**src/rtl/ovf_pkg.sv**
```systemverilog
package ovf_pkg;

    typedef enum logic {
        FMT_LJ  = 1'b0,
        FMT_I2S = 1'b1
    } fmt_e;

    typedef struct packed {
        logic left;
        logic right;
    } chan_pair_t;

    localparam int unsigned SLOT_CNT_W = 2;

    // Number of bit-clock falling edges between a frame edge and the update.
    function automatic logic [SLOT_CNT_W-1:0] slot_delay(fmt_e f);
        return (f == FMT_I2S) ? SLOT_CNT_W'(2) : SLOT_CNT_W'(1);
    endfunction

    // Whether the current frame-clock level marks the left half.
    function automatic logic slot_is_left(fmt_e f, logic lvl);
        return (f == FMT_LJ) ? lvl : ~lvl;
    endfunction

    function automatic logic pick_status(chan_pair_t s, logic take_left);
        return take_left ? s.left : s.right;
    endfunction

endpackage

```
**src/rtl/ovf_edge_sync.sv**
```systemverilog
module ovf_edge_sync #(
    parameter int STAGES = 2
) (
    input  logic clk,
    input  logic rst,
    input  logic din,
    output logic lvl,
    output logic rise,
    output logic fall
);
    logic [STAGES:0] shreg;

    always_ff @(posedge clk) begin
        if (rst) shreg <= '0;
        else     shreg <= {shreg[STAGES-1:0], din};
    end

    assign lvl  = shreg[STAGES-1];
    assign rise = shreg[STAGES-1] & ~shreg[STAGES];
    assign fall = ~shreg[STAGES-1] & shreg[STAGES];
endmodule

```
**src/rtl/ovf_holdoff.sv**
```systemverilog
module ovf_holdoff
    import ovf_pkg::*;
#(
    parameter int HOLD_FRAMES = 2048,
    parameter int TW          = $clog2(HOLD_FRAMES + 1)
) (
    input  logic          clk,
    input  logic          rst,
    input  chan_pair_t    event_in,
    input  logic          frame_tick,
    output chan_pair_t    status,
    output logic [TW-1:0] timer
);
    localparam logic [TW-1:0] RELOAD = TW'(HOLD_FRAMES);
    localparam logic [TW-1:0] ONE    = TW'(1);

    logic any_event;
    assign any_event = event_in.left | event_in.right;

    always_ff @(posedge clk) begin
        if (rst) begin
            timer  <= '0;
            status <= '0;
        end else if (any_event) begin
            timer  <= RELOAD;
            status <= status | event_in;
        end else if (frame_tick && timer != '0) begin
            timer <= timer - ONE;
            if (timer == ONE) status <= '0;
        end
    end
endmodule

```
**src/rtl/ovf_slot_mux.sv**
```systemverilog
module ovf_slot_mux
    import ovf_pkg::*;
(
    input  logic       clk,
    input  logic       rst,
    input  fmt_e       fmt,
    input  logic       bit_fall,
    input  logic       frame_edge,
    input  logic       frame_lvl,
    input  chan_pair_t status,
    output logic       upd,
    output logic       ovf_n
);
    logic [SLOT_CNT_W-1:0] cnt;
    logic [SLOT_CNT_W-1:0] cnt_nxt;
    logic                  armed;
    logic                  hit;

    assign cnt_nxt = cnt + SLOT_CNT_W'(1);
    assign hit     = (cnt_nxt == slot_delay(fmt));
    assign upd     = armed & bit_fall & ~frame_edge & hit;

    always_ff @(posedge clk) begin
        if (rst) begin
            cnt   <= '0;
            armed <= 1'b0;
        end else if (frame_edge) begin
            cnt   <= '0;
            armed <= 1'b1;
        end else if (armed && bit_fall) begin
            cnt <= cnt_nxt;
            if (hit) armed <= 1'b0;
        end
    end

    always_ff @(posedge clk) begin
        if (rst)      ovf_n <= 1'b1;
        else if (upd) ovf_n <= ~pick_status(status, slot_is_left(fmt, frame_lvl));
    end
endmodule

```
**src/rtl/ovf_mux_flag.sv**
```systemverilog
module ovf_mux_flag
    import ovf_pkg::*;
#(
    parameter int HOLD_FRAMES = 2048,
    parameter int SYNC_STAGES = 2
) (
    input  logic clk,
    input  logic rst,
    input  logic fmt_sel,
    input  logic bclk,
    input  logic fclk,
    input  logic ovr_left,
    input  logic ovr_right,
    output logic ovf_n
);
    localparam int TW = $clog2(HOLD_FRAMES + 1);

    fmt_e          fmt_q;
    logic          b_lvl, b_rise, b_fall;
    logic          f_lvl, f_rise, f_fall;
    chan_pair_t    events;
    chan_pair_t    status;
    logic [TW-1:0] timer;
    logic          upd_strobe;

    always_ff @(posedge clk) begin
        if (rst) fmt_q <= fmt_e'(fmt_sel);
    end

    assign events = '{left: ovr_left, right: ovr_right};

    ovf_edge_sync #(.STAGES(SYNC_STAGES)) u_bsync (
        .clk(clk), .rst(rst), .din(bclk),
        .lvl(b_lvl), .rise(b_rise), .fall(b_fall)
    );

    ovf_edge_sync #(.STAGES(SYNC_STAGES)) u_fsync (
        .clk(clk), .rst(rst), .din(fclk),
        .lvl(f_lvl), .rise(f_rise), .fall(f_fall)
    );

    ovf_holdoff #(.HOLD_FRAMES(HOLD_FRAMES), .TW(TW)) u_hold (
        .clk(clk), .rst(rst), .event_in(events), .frame_tick(f_rise),
        .status(status), .timer(timer)
    );

    ovf_slot_mux u_slot (
        .clk(clk), .rst(rst), .fmt(fmt_q), .bit_fall(b_fall),
        .frame_edge(f_rise | f_fall), .frame_lvl(f_lvl), .status(status),
        .upd(upd_strobe), .ovf_n(ovf_n)
    );

    logic unused_ok;
    assign unused_ok = b_lvl ^ b_rise;
endmodule

```
**config.mk**
```make
export PLATFORM = sky130hd
export DESIGN_NAME = ovf_mux_flag
export DESIGN_NICKNAME = d
export VERILOG_FILES = /design/src/rtl/ovf_pkg.sv /design/src/rtl/ovf_edge_sync.sv /design/src/rtl/ovf_holdoff.sv /design/src/rtl/ovf_slot_mux.sv /design/src/rtl/ovf_mux_flag.sv
export SDC_FILE = /design/constraint.sdc
export NUM_CORES = 1
export LEC_CHECK = 0
export ABC_AREA = 1
export ABC_CLOCK_PERIOD_IN_PS = 1250
export CAP_MARGIN = 5
export CORE_AREA = 2 2 54 56
export DETAILED_ROUTE_END_ITERATION = 7
export DIE_AREA = 0 0 56 58
export GPL_ROUTABILITY_DRIVEN = 1
export PLACE_DENSITY = 0.73
export SETUP_SLACK_MARGIN = 0.2
export SKIP_CTS_REPAIR_TIMING = 1
export SLEW_MARGIN = 20
export SYNTH_ARGS = -nofsm -noshare
export SYNTH_HDL_FRONTEND = slang
export SYNTH_SLANG_ARGS = --single-unit
```
**constraint.sdc**
```tcl
create_clock -name clk -period 1.25 [get_ports clk]
set_input_delay 0.125 -clock clk [delete_from_list [all_inputs] [get_ports clk]]
set_output_delay 0.125 -clock clk [all_outputs]
set_load 0.1 [all_outputs]
```
; Yosys cells after proc, flatten, opt, wreduce, memory -nomap -nowiden
; Cells that the tools add are included.
[totals]
regBits = 25
input_bits = 7
output_inout_bits = 1
wordCells = 50
[op_classes]
n_mux = 11
n_reduce_logical = 11
n_addsub = 2
eq_ne = 2
n_bitwise = 14
[ops]
columns = cell, n
row1 = $mux 12, 2
row2 = $eq 12x1->1 const B, 1
row3 = $reduce_bool 12->1, 1
row4 = $sub 12x1->12 const B, 1
row5 = $mux 2, 4
row6 = $reduce_bool 2->1, 4
row7 = $and 1x1->1, 6
row8 = $mux 1, 5
row9 = $not 1->1, 5
row10 = $reduce_and 2->1, 2
row11 = $reduce_or 2->1, 2
row12 = $add 2x1->2 const B, 1
row13 = $eq 2x2->1, 1
row14 = $logic_and 1x1->1, 2
row15 = $or 1x1->1, 2
row16 = $or 2x2->2, 1

; Depth between registers and ports, before layout
; Gate-level depths: netlist of the first run.
[depth]
word_depth = 6
depth_mapped = 10
mapped_depth_nobuf = 10

; Modules after synthesis
; From an unflattened synthesis of the first run, not the netlist that was laid out.
[hier_totals]
hier_cells = 195
area_unflattened_um2 = 1295.0
[modules_own_cells]
columns = mod, n_inst, cells_per_inst, seq_area_each_um2, area_each_um2
row1 = ovf_holdoff, 1, 122, 280.3, 814.5
row2 = ovf_slot_mux, 1, 45, 80.1, 251.5
row3 = ovf_edge_sync, 2, 12, 60.1, 93.8
row4 = ovf_mux_flag, 1, 4, 30.0, 41.3

; Worst setup path before layout of the first run
; No wires, ideal clock.
[synth_timing]
path_type = reg2reg
from = register u_hold.timer[0]
to = register u_hold.timer[7]
setup_time_ns = 0.069
path_stages_with_launch = 9
setup_slack_ns = -0.057
n_path_buf = 1
t_required_ns = 1.181
synth_period_minus_slack_ns = 1.307
t_arrival_ns = 1.239
path_cell_list = dfxtp_1 -> inv_1 -> ha_1 -> nand2_2 -> nor2_4 -> a21oi_4 -> buf_6 -> nand3_2 -> a21oi_2
[synth_via]
elab_chain_cells = 2
elab_cells_between_ends = 3
classes_between = add/sub (1) / reduce/logical (2)
[synth_rtl]
columns = element, line
row1 = from (decl), ovf_holdoff.sv:12  ; output logic [TW-1:0] timer
row2 = from (signal assigned), ovf_holdoff.sv:28  ; timer <= timer - ONE;
row3 = branches (longest 2 deep; another with $sub 12x1->12), -
; Several ways; the timed one is not identified.
; A chain may end at the register's enable or synchronous reset.

; Worst setup path in the final report of the first run
[layout_timing]
from = register u_hold.timer[11]
to = register u_hold.timer[6]
[layout_via]
elab_chain_cells = 2
[layout_rtl]
columns = element, line
row1 = $reduce_bool 12->1, ovf_holdoff.sv:27  ; end else if (frame_tick && timer != '0) begin
row2 = $logic_and 1x1->1, ovf_holdoff.sv:27
; Every way passes these cells.

==> results of run 1 <==
## kinds of logic (layout without fill, tap and decap cells)
family / count (synthesis) / after routing
fa+ha+maj: 4 / 4
xor+xnor: 5 / 5
flops: 25 / 25
mux: 1 / 1
simple gates: 92 / 93
buf+inv: 27 / 59
compound gates: 19 / 19
## area by class of cell
type                            count  area share
Clock buffer                        4      0.0155
Inverter                           25      0.0568
Multi-Input combinational cell    122       0.439
Timing Repair Buffer               30       0.159
Tap cell                           31      0.0229
Sequential cell                    25       0.307
## layout by cell type (no fill, tap or decap)
cell type,netlist,layout
nand2_1,42,37
inv_1,24,21
buf_4,0,21
nor2_1,21,19
dfxtp_1,24,16
nand3_1,13,11
dfxtp_2,0,8
nand2_2,3,7
a21oi_2,2,6
a21oi_1,10,6
clkdlybuf4s50_1,0,6
nor2_4,3,4
nor2_2,3,4
nand3_2,2,4
xnor2_1,4,4
inv_2,1,3
nand2_4,1,3
nand4_1,3,3
o21ai_1,2,3
clkbuf_4,0,3
o21ai_2,0,2
ha_4,0,2
ha_1,4,2
buf_12,0,2
inv_4,0,1
a21oi_4,1,1
xor2_1,1,1
mux2i_1,1,1
nor3_1,1,1
a211oi_1,1,1
clkbuf_1,0,1
edfxtp_1,1,1
buf_6,1,1
## through the flow
stage / total power, W / cell area, um^2 / util / setup TNS (ps) / hold WS (ps)
2_1_floorplan: 0.000974 / 1310 / - / 0 / 224
3_3_place_gp: 0.00103 / 1580 / 0.594 / -57.5 / 384
3_5_place_dp: 0.00104 / 1580 / 0.594 / -523 / 387
4_1_cts: 0.00140 / 1610 / 0.604 / -823 / 313
5_1_grt: 0.00148 / 1700 / 0.637 / -1830 / 304
6_report: 0.00141 / 1700 / 0.637 / -569 / 320
## layer usage
metal | part of all wire | routed length [um] | global-route usage | up-vias
li1 | - | - | - | 608
met1 | 0.40 | 1170 | 0.193 | 547
met2 | 0.57 | 1630 | 0.348 | 13
met3 | 0.021 | 60 | 0.0290 | 4
met4 | 0.0087 | 25 | 0.0612 | 0
met5 | 0 | 0 | 0 | -
## power breakdown
| part | leakage (nW) | total (W) | internal [W] | switching [W] |
|---|---|---|---|---|
| Combinational | 0.528 | 0.000208 | 0.0000975 | 0.000110 |
| Sequential | 0.208 | 0.000842 | 0.000826 | 0.0000169 |
| Clock | 0.0150 | 0.000356 | 0.000124 | 0.000232 |
## path summary, 6_finish.rpt
path	to	slack, ps	cells after the start
worst max-delay path	u_hold.timer[6]	-90	7
worst min-delay path	u_bsync.shreg[0]	320	3
worst max register to register	u_hold.timer[6]	-90	7
worst min register to register	u_fsync.shreg[1]	410	2
## worst max-delay path, cell delays in order (launching register included)
cell and delay, ps:
dfxtp_1 400, inv_1 80, nand2_1 130, nor2_4 60, a21oi_4 270, buf_12 160
nand2_1 50, a21oi_1 120
## state kept, by name, summed over array words and instances, names as in the netlist
name and count:
u_bsync.shreg 3, u_hold.timer 12, fmt_q 1, u_slot.armed 1
u_slot.ovf_n 1, u_hold.status 2, u_fsync.shreg 3, u_slot.cnt 2
==> impl_metrics.env, run 1 <==
export IMPL_synth_nets=184
export IMPL_finClkSkew_ps=2.29
export IMPL_clock_root_buffer="clkbuf_4"
export IMPL_dp_hpwl_um=2190
export IMPL_netlist_area_mm2=0.00127
export IMPL_area_growth_pct=33.6
export IMPL_muxShareOfSynthArea=0.00789
export IMPL_avgSynthCellArea_um2=7.33
export IMPL_finalSetupViolCount=10
export IMPL_die_area_mm2=0.00325
export IMPL_status="finished, violations left"
export IMPL_hold_class="in -> reg"
export IMPL_worst_pin_slew_ps=268
export IMPL_synth_main_ff_cell="dfxtp_1"
export IMPL_synth_seq_cells=25
export IMPL_worstPathArrival_ps=1580
export IMPL_post_place_ws_ps=-78.8
export IMPL_nFillCells=254
export IMPL_grt_pass1_vias=1157
export IMPL_initial_core_util=0.477
export IMPL_rsz0062_at_grt="true"
export IMPL_yosys_area_share_simple=0.337
export IMPL_setup_ws_ps=-89.3
export IMPL_synth_top_area_frac=0.379
export IMPL_ys_seq_area_frac=0.402
export IMPL_worstSkewPairLatency_ps=310
export IMPL_cts_tree="done"
export IMPL_ir_worst_vdd_mv=0.769
export IMPL_yosysTopAreaCell="dfxtp_1"
export IMPL_synth_edf_count=1
export IMPL_vias=1172
export IMPL_clock_sinks=25
export IMPL_via_per_inst=4.95
export IMPL_synth_adder_area_share=0.0394
export IMPL_path_max_fanout=7
export IMPL_overflow=0
export IMPL_wl_per_cell_um=12.2
export IMPL_cts_max_level=1
export IMPL_dieWidth_um=56
export IMPL_slew_headroom=0.821
export IMPL_route_detailed_drc=0
export IMPL_startpoint_type="register"
export IMPL_wirelength_um=2880
export IMPL_antenna_found_initial=0
export IMPL_io_pins=8
export IMPL_track_usage=0.178
export IMPL_row_count=19
export IMPL_fmax_mhz=747
export IMPL_crit_start="u_hold.timer[11]"
export IMPL_r2r_start="u_hold.timer[11]"
export IMPL_grt_pass1_wl_um=4610
export IMPL_cts_buffer_depth=2
export IMPL_synth_distinct_cells=26
export IMPL_nets=218
export IMPL_clkTransAtPathRegs_ps=130
export IMPL_async_flop_share=0
export IMPL_synthCells=173
export IMPL_ant_nets=0
export IMPL_io_buffers=7
export IMPL_grt_start_max_net_pins=14
export IMPL_hold_start="bclk"
export IMPL_cts_buffers=3
export IMPL_cp_required_ps=1490
export IMPL_n_antenna_cell=0
export IMPL_firstDrtPassIters=4
export IMPL_multi_input_area_um2=744
export IMPL_slew_viol_final=0
export IMPL_synth_area_leaders="dfxtp_1, nand2_1, inv_1"
export IMPL_placed_cells=230
export IMPL_powerDensity_mw_per_mm2=829
export IMPL_dieHeight_um=58
export IMPL_coreArea_mm2=0.00266
export IMPL_synth_compound_area_frac=0.0917
export IMPL_worst_setup_path_type="reg -> reg"
export IMPL_yosys_top_cells_count="nand2_1, dfxtp_1, inv_1"
export IMPL_synth_warnings=0
export IMPL_min_period_ps=1340
export IMPL_synth_xor_area_share=0.0345
export IMPL_synth_top_family_by_area="simple AND/OR/NAND/NOR gates"
export IMPL_p_leak_nw=0.751
export IMPL_fin_cells=237
export IMPL_end_kind="register"
export IMPL_routabilityCongestion=0.826
export IMPL_yosys_cell_count_top_type="nand2_1"
export IMPL_first_iter_violations=59
export IMPL_regArea_um2=520
export IMPL_drive_above_1_share=0.350
export IMPL_violations="setup timing"
export IMPL_post_route_period_util=1.07
export IMPL_max_cap_viol_count=0
export IMPL_finalHoldViolCount=0
(Power assumes the default switching activity.)
==> run 2, diff against run 1 <==
- CORE_AREA: 2 2 54 56 -> 2 2 64 66
- DIE_AREA: 0 0 56 58 -> 0 0 66 68
- PLACE_DENSITY: 0.73 -> 0.56
==> run 2 against run 1 <==
Compared with the run above: the flow still finishes with violations (setup timing); sequential cell count unchanged; final cell count increased by 11%; critical path type unchanged; clock power increased by 34%; core utilization decreased by 16 points; global-route usage decreased by 4.2 points; worst setup slack improved by 51 ps; sequential power decreased by 0.5%; combinational power increased by 5%; die area increased by 38%; register-to-register slack improved by 50 ps; maximum frequency increased by 4.0%.
==> impl_metrics.env, run 2 (synthesis results as in run 1) <==
export IMPL_cts_tree="done"
export IMPL_status="finished, violations left"
export IMPL_hold_class="in -> reg"
export IMPL_area_growth_pct=44.7
export IMPL_finalSetupViolCount=6
export IMPL_clkTransAtPathRegs_ps=90
export IMPL_via_per_inst=4.49
export IMPL_worstPathArrival_ps=1460
export IMPL_dieWidth_um=66
export IMPL_grt_pass1_vias=1081
export IMPL_drive_above_1_share=0.416
export IMPL_violations="setup timing"
export IMPL_slew_viol_final=0
export IMPL_grt_start_max_net_pins=14
export IMPL_p_leak_nw=0.803
export IMPL_layout_commonest_cell="nand2_1"
export IMPL_clock_root_buffer="clkbuf_8"
export IMPL_power_w=0.00153
export IMPL_firstDrtPassIters=4
export IMPL_post_route_period_util=1.03
export IMPL_setup_ws_ps=-37.9
export IMPL_path_cells="inv_2 -> ha_4 -> nand2_4 -> nor2_4 -> a21oi_4 -> buf_6 -> nand3_2 -> nand2_2 -> a21oi_2"
export IMPL_startpoint_type="register"
export IMPL_worst_pin_slew_ps=200
export IMPL_row_count=23
export IMPL_ant_nets=0
export IMPL_slowest_stage="dfxtp_2"
export IMPL_setup_tns_ps=-129
export IMPL_largest_registers="u_hold.timer: 12 flops, u_bsync.shreg: 3 flops, u_fsync.shreg: 3 flops"
export IMPL_multi_input_area_um2=779
export IMPL_cts_buffer_depth=2
export IMPL_cts_buffers=3
export IMPL_n_antenna_cell=0
export IMPL_nFillCells=394
export IMPL_largest_register="u_hold.timer"
export IMPL_die_area_mm2=0.00449
export IMPL_largest_reg_flops=12
export IMPL_path_max_fanout=4
export IMPL_cp_required_ps=1420
export IMPL_dieHeight_um=68
export IMPL_post_place_ws_ps=-63.2
export IMPL_cts_max_level=1
export IMPL_grt_pass1_wl_um=4550
export IMPL_worstSkewPairLatency_ps=270
export IMPL_io_buffers=7
export IMPL_vias=1185
export IMPL_most_common_layout_cells="nand2_1, buf_4, inv_1, nor2_1, dfxtp_1"
export IMPL_finClkSkew_ps=3.22
export IMPL_design_area_mm2=0.00184
export IMPL_first_iter_violations=35
export IMPL_dp_hpwl_um=2160
export IMPL_coreArea_mm2=0.00386
export IMPL_initial_core_util=0.329
export IMPL_end_kind="register"
export IMPL_powerDensity_mw_per_mm2=836
export IMPL_worst_setup_path_type="reg -> reg"
export IMPL_route_detailed_drc=0
export IMPL_regArea_um2=524
export IMPL_track_usage=0.136
export IMPL_overflow=0
export IMPL_cp_top_family="flip-flops"
export IMPL_fmax_mhz=776
export IMPL_max_cap_viol_count=0
export IMPL_ir_worst_vdd_mv=0.589
export IMPL_clock_sinks=25
export IMPL_routabilityCongestion=0.760
export IMPL_post_dp_cell_area_mm2=0.00165
export IMPL_slowest_delay_ps=360
export IMPL_nets=226
export IMPL_io_pins=8
export IMPL_wl_per_cell_um=11.1
export IMPL_critPathBufInv=2
export IMPL_rsz0062_at_grt="true"
export IMPL_antenna_found_initial=0
export IMPL_wirelength_um=2920
export IMPL_finalHoldViolCount=0
export IMPL_slew_headroom=0.866
export IMPL_r2r_slack_ps=-40
export IMPL_min_period_ps=1290
run 2: cell count changes in the layout (fill, tap and decap cells not counted), moves of 2 or more:
cell      previous run  this run
buf_6                1         4
buf_4               21        27
clkbuf_4             3         0
nor2_4               4         7
nand2_2              7         9
clkbuf_8             0         3
nor2_1              19        16
run 2: routing by layer:
| layer | vias up | wire (um) | GRT usage | part of all wire |
|---|---|---|---|---|
| li1 | 624 | - | - | - |
| met1 | 539 | 1310 | 0.162 | 0.45 |
| met2 | 15 | 1480 | 0.237 | 0.51 |
| met3 | 7 | 62 | 0.0197 | 0.021 |
| met4 | 0 | 73 | 0.0689 | 0.025 |
| met5 | - | 0 | 0 | 0 |
run 2: worst min-delay path: stages:
cell and delay [ps]:
clkdlybuf4s50_1 390, inv_1 50, nor2_1 30
run 2: layout make-up:
| type | count | share of cell area |
|---|---|---|
| Inverter | 25 | 0.0525 |
| Multi-Input combinational cell | 122 | 0.425 |
| Clock buffer | 4 | 0.0245 |
| Sequential cell | 25 | 0.286 |
| Timing Repair Buffer | 38 | 0.179 |
| Tap cell | 50 | 0.0341 |
run 2: stage by stage:
stage	utilization	std cells	hold WS (ps)
global placement	0.427	256	382
CTS	0.438	260	360
floorplan	-	173	224
finish	0.476	264	363
detailed placement	0.427	256	390
global route	0.476	264	379
run 2: power breakdown:
part | switching (W) | internal (W) | leakage, nW
clock network | 0.000250 | 0.000228 | 0.0228
registers | 0.0000149 | 0.000823 | 0.209
logic | 0.000111 | 0.000107 | 0.571
total | 0.000375 | 0.00116 | 0.803
run 2: final timing paths:
path | startpoint | end | cells past startpoint
max reg2reg | u_hold.timer[1] | u_hold.timer[2] | 9
max | u_hold.timer[1] | u_hold.timer[2] | 9
min | fclk | u_fsync.shreg[0] | 3
min reg2reg | u_fsync.shreg[0] | u_fsync.shreg[1] | 2
